$ cat src/rtl/hs_fmt_pkg.sv
package hs_fmt_pkg;
  localparam int HALF_EXP_W = 5;
  localparam int HALF_MAN_W = 10;
  localparam int SGL_EXP_W  = 8;
  localparam int SGL_MAN_W  = 23;

  localparam int HALF_W    = 1 + HALF_EXP_W + HALF_MAN_W;
  localparam int SGL_W     = 1 + SGL_EXP_W + SGL_MAN_W;
  localparam int HALF_BIAS = (1 << (HALF_EXP_W - 1)) - 1;
  localparam int SGL_BIAS  = (1 << (SGL_EXP_W - 1)) - 1;
  localparam int REBIAS    = SGL_BIAS - HALF_BIAS;
  localparam int PAD_W     = SGL_MAN_W - HALF_MAN_W;
  localparam int POS_W     = $clog2(HALF_MAN_W);
  localparam int SHAMT_W   = $clog2(HALF_MAN_W + 1);

  typedef enum logic [2:0] {
    CLS_ZERO,
    CLS_SUB,
    CLS_NORM,
    CLS_INF,
    CLS_NAN
  } hs_class_e;
endpackage

$ cat src/rtl/hs_lead_one.sv
// Priority encoder: index of the most significant set bit.
module hs_lead_one #(
  parameter int W  = 10,
  parameter int PW = $clog2(W)
) (
  input  logic [W-1:0]  vec,
  output logic [PW-1:0] pos,
  output logic          found
);
  always_comb begin
    pos   = '0;
    found = 1'b0;
    for (int i = 0; i < W; i++) begin
      if (vec[i]) begin
        pos   = PW'(i);
        found = 1'b1;
      end
    end
  end
endmodule

$ cat src/rtl/hs_shl.sv
// Logarithmic left shifter, one mux stage per amount bit.
module hs_shl #(
  parameter int W  = 10,
  parameter int SW = 4
) (
  input  logic [W-1:0]  din,
  input  logic [SW-1:0] amt,
  output logic [W-1:0]  dout
);
  logic [W-1:0] stg [SW+1];
  assign stg[0] = din;
  for (genvar g = 0; g < SW; g++) begin : g_stage
    assign stg[g+1] = amt[g] ? (stg[g] << (2 ** g)) : stg[g];
  end
  assign dout = stg[SW];
endmodule

$ cat src/rtl/hs_widen_core.sv
// Combinational binary16 -> binary32 conversion.
module hs_widen_core
  import hs_fmt_pkg::*;
(
  input  logic [HALF_W-1:0] h_word,
  output logic [SGL_W-1:0]  s_word
);
  logic                  sgn;
  logic [HALF_EXP_W-1:0] h_exp;
  logic [HALF_MAN_W-1:0] h_man;
  logic [POS_W-1:0]      lead_pos;
  logic                  lead_found;
  logic [SHAMT_W-1:0]    shamt;
  logic [HALF_MAN_W-1:0] norm_man;
  hs_class_e             cls;
  logic [SGL_EXP_W-1:0]  o_exp;
  logic [SGL_MAN_W-1:0]  o_man;

  assign {sgn, h_exp, h_man} = h_word;

  hs_lead_one #(.W(HALF_MAN_W), .PW(POS_W)) u_lead (
    .vec   (h_man),
    .pos   (lead_pos),
    .found (lead_found)
  );

  assign shamt = SHAMT_W'(HALF_MAN_W) - SHAMT_W'(lead_pos);

  hs_shl #(.W(HALF_MAN_W), .SW(SHAMT_W)) u_shl (
    .din  (h_man),
    .amt  (shamt),
    .dout (norm_man)
  );

  always_comb begin
    if (h_exp == '0)       cls = lead_found ? CLS_SUB : CLS_ZERO;
    else if (&h_exp)       cls = (h_man != '0) ? CLS_NAN : CLS_INF;
    else                   cls = CLS_NORM;
  end

  always_comb begin
    unique case (cls)
      CLS_ZERO: begin
        o_exp = '0;
        o_man = '0;
      end
      CLS_SUB: begin
        o_exp = SGL_EXP_W'(REBIAS + 1) - SGL_EXP_W'(shamt);
        o_man = {norm_man, {PAD_W{1'b0}}};
      end
      CLS_INF: begin
        o_exp = '1;
        o_man = '0;
      end
      CLS_NAN: begin
        o_exp = '1;
        o_man = {h_man, {PAD_W{1'b1}}};
      end
      default: begin
        o_exp = SGL_EXP_W'(h_exp) + SGL_EXP_W'(REBIAS);
        o_man = {h_man, {PAD_W{1'b0}}};
      end
    endcase
  end

  assign s_word = {sgn, o_exp, o_man};
endmodule

$ cat src/rtl/half_to_single_widen.sv
module half_to_single_widen
  import hs_fmt_pkg::*;
(
  input  logic              clk,
  input  logic              rst,
  input  logic              in_valid,
  output logic              in_ready,
  input  logic [HALF_W-1:0] in_half,
  output logic              out_valid,
  input  logic              out_ready,
  output logic [SGL_W-1:0]  out_single
);
  logic [SGL_W-1:0] conv;

  hs_widen_core u_core (
    .h_word (in_half),
    .s_word (conv)
  );

  assign in_ready = !out_valid || out_ready;

  always_ff @(posedge clk) begin
    if (rst) begin
      out_valid  <= 1'b0;
      out_single <= '0;
    end else if (in_ready) begin
      out_valid <= in_valid;
      if (in_valid) out_single <= conv;
    end
  end
endmodule

$ cat config.mk
export PLATFORM = sky130hd
export DESIGN_NAME = half_to_single_widen
export DESIGN_NICKNAME = d
export VERILOG_FILES = /design/src/rtl/hs_fmt_pkg.sv /design/src/rtl/hs_lead_one.sv /design/src/rtl/hs_shl.sv /design/src/rtl/hs_widen_core.sv /design/src/rtl/half_to_single_widen.sv
export SDC_FILE = /design/constraint.sdc
export NUM_CORES = 1
export LEC_CHECK = 0
export BUFFER_PORTS_ARGS = -buffer_cell sky130_fd_sc_hd__buf_2
export CAP_MARGIN = 25
export CORE_ASPECT_RATIO = 1.1
export CORE_MARGIN = 1.5
export CORE_UTILIZATION = 46
export DETAILED_ROUTE_END_ITERATION = 10
export GPL_TIMING_DRIVEN = 0
export PLACE_DENSITY_LB_ADDON = 0.08
export SYNTH_ARGS = -nofsm -noshare
export SYNTH_HDL_FRONTEND = slang
export SYNTH_SLANG_ARGS = --single-unit
$ cat constraint.sdc
create_clock -name clk -period 2.56 [get_ports clk]
set_clock_uncertainty 0.05 [all_clocks]
set_input_delay 0.384 -clock clk [delete_from_list [all_inputs] [get_ports clk]]
set_output_delay 0.384 -clock clk [all_outputs]
set_load 0.02 [all_outputs]
==> metrics <==
outcome complete, no violations; die outline height 65.8 um; Final Max Tran Viols 0; NumNets Final 295; register area share after synthesis 24.3%; Max VDD drop 0.211 mV; mux cell area share after synthesis 4.78%; Area after DPL 0.00196 sq mm; Yosys warning count 0; worst reg2reg endpoint out_single[18]; Avg WL per Cell 14.2 um; R2R depth 7; CORE AREA 0.00339 sq mm; DRC 0; Reg power frac 37.8%; total power 0.000911 W; Post-Syn Instances 218; Synth Cell Area 0.00165 sq mm; Avg Inst Size Synth 7.56 sq um; via count 1770; TritonCTS Buffers 3; Worst Path Arrival 2.67 ns; ys async rst share 0%; max cap viols 0; total track usage 24.0%; final hold slack 0.242 ns; vias in the first global route 1535; Synthesized Nets 239; area share of the largest cell type after synthesis 24.3%; hold_sp in_half[15]; Final min period 2.48 ns; vias per inst 5.51; endpoints failing hold 0; main combinational cell family by area after synthesis compound AO/OA/AOI/OAI gates; CP endpoint kind flop; GP Congestion 0.924; RSZ-0062 raised after global routing no; Initial Util 48.7%; worst min-delay path category primary input to flop; Area Growth Syn to Fin 23.2%; total grt overflow 0; largest net degree at the start of global routing 15; leak pwr 0.940 nW; clock sink count 20; power share of the combinational group 33.6%; worst reg2reg setup slack 0.59 ns; period utilisation layout 96.9%; internal cell power 0.000609 W; Tightest Pin Transition 0.677 ns; area share of fa/ha/maj cells after synthesis 0.759%; CTS Root Cell clkbuf_4; required time of the critical path 2.75 ns; Post-DP HPWL 3440 um; Worst-Skew Late Latency 0.31 ns; row cnt 22; Routed WL 4570 um; htree depth 1; total die area 0.00395 sq mm; Detail Route Antenna Nets 0; Post-synth EDFFs 0; post-synthesis compound-gate area fraction 29.5%; kind of critical path primary input to flop; cell accounting for the most synthesized area dfxtp_1; CTS tree yes; # port buffers 50; initial antenna violation count 0; drt initial violations 99; deepest clock path buffer count 2; die span in x 60.1 um; P_sw 0.000302 W; Reg clk slew, reported paths 0.12 ns; post-route cell area 0.00203 sq mm; Synth Flop Type dfxtp_1; Final Setup Violations 0; Switching Share 33.2%; first-pass GRT wire length 7300 um; Peak Freq 403 MHz; Synth cell types 57; FF-to-FF Start out_valid; Synth Register Bits 20; XOR/XNOR Fraction of Synth Area 0.531%; ANT cells 0; crit-path max FO 10; Post-Synth Simple-Gate Area 27.1%; DRT Pass-1 Iters 4; IO Count 54; Non-Filler Instances 321; hold worst-path end out_single[31]; layout cells sized above 1 34.1%; crit start category primary input; placed cell count 316; Clock power frac 28.6%; Max-Slew Margin vs Limit 54.5%; pwr dens 449 mW/mm^2; Min-Delay Path Depth 3; synth top area cells dfxtp_1 (24%), nor2_1 (7.3%), buf_4 (6.4%)
## sequential cells by signal, indices dropped and copies added, names as in the netlist
| signal | cells |
|---|---|
| out_valid | 1 |
| out_single | 19 |
## placed cells by master (no fill, tap or decap), drive strengths merged, types with 2 or more instances in the layout
cell,count
a21oi,21
buf,73
dfxtp,20
and2,3
o22ai,2
mux2,2
a31oi,2
nor2b,3
clkbuf,10
nor3,8
mux2i,3
inv,8
a211oi,10
a221oi,3
o221ai,2
nor4,4
nand2,18
nor2,32
nand3,2
nand2b,3
o211ai,3
and3,4
nand4,4
o21ai,10
## cell type report
| class | instances | area [sq um] |
|---|---|---|
| Sequential cell | 20 | 400 |
| Inverter | 8 | 30.0 |
| Clock inverter | 1 | 30.0 |
| Buffer | 29 | 189 |
| Clock buffer | 3 | 22.5 |
| Multi-Input combinational cell | 161 | 1040 |
| Tap cell | 48 | 60.1 |
| Fill cell | 347 | 1350 |
| Timing Repair Buffer | 51 | 258 |
## critical path: stages
cell      delay, ns
buf_2          0.14
nor2b_1        0.14
o211ai_1       0.28
and3_4         0.27
inv_2          0.07
ha_1           0.27
buf_4          0.17
mux4_1         0.55
nand2b_1       0.17
a211oi_2       0.21
## synth_stat cells (3+ instances only)
cell type  count
buf_4         14
nor3_1         7
inv_1          7
o21ai_0        9
nand2b_1       3
nor2b_1        3
a211oi_1       7
nand4_1        4
buf_2          4
nor4_1         4
mux2i_1        3
nand2_1       18
a211oi_2       3
clkbuf_1       8
and3_1         4
o211ai_1       3
a21oi_1       20
nor2_1        32
dfxtp_1       20
## logic make-up (layout without fill, tap and decap cells)
kind of cell	count (synthesis)	after routing
xor gates and xnor gates	1	1
muxes	6	6
adders and majority gates	1	1
AOI/OAI and AO/OA	68	68
and+or+nand+nor	85	85
DFF	20	20
buffers and inverters	37	92
## power groups by stage
stage          logic [W]  registers [W]  clock network [W]
4_1_cts         0.000301       0.000345           0.000264
3_3_place_gp    0.000298       0.000351                  0
3_5_place_dp    0.000299       0.000352                  0
5_1_grt         0.000333       0.000348           0.000286
6_report        0.000306       0.000345           0.000261
2_1_floorplan   0.000183       0.000380                  0
## routing by layer
layer / routed length [um] / vias up / part of all wire [%] / global-route usage (%)
li1: - / 894 / - / -
met1: 2120 / 792 / 46 / 34.0
met2: 2080 / 79 / 46 / 38.7
met3: 333 / 5 / 7.3 / 3.13
met4: 36 / 0 / 0.79 / 4.72
met5: 0 / - / 0 / 0
## repair_timing
action	CTS	global route
gates resized for setup	1	3
endpoints found under the setup margin	1	4
gates cloned	0	0
buffers inserted	0	1
pin swaps	0	2
hold buffers	0	0
## per-stage QoR
| stage | TNS [ns] | setup WS [ns] | utilization, % |
|---|---|---|---|
| detailed placement | -2.14 | -0.301 | 57.9 |
| CTS | 0 | 0.0497 | 59.5 |
| global placement | -1.83 | -0.284 | 57.9 |
| global route | 0 | 0.0111 | 60.0 |
| finish | 0 | 0.0805 | 60.0 |
| floorplan | 0 | 0.0720 | - |
## worst max path at each step
stage	from	to	slack, ns	cells after the start
floorplan	in_half[3]	out_single[22]	0.07	9
global placement	in_half[1]	out_single[22]	-0.28	10
detailed placement	in_half[1]	out_single[22]	-0.30	10
CTS	in_half[1]	out_single[22]	0.05	10
global route	in_half[1]	out_single[22]	0.01	10
finish	in_half[1]	out_single[22]	0.08	10
No activity file was read; power rests on OpenSTA's default activity.
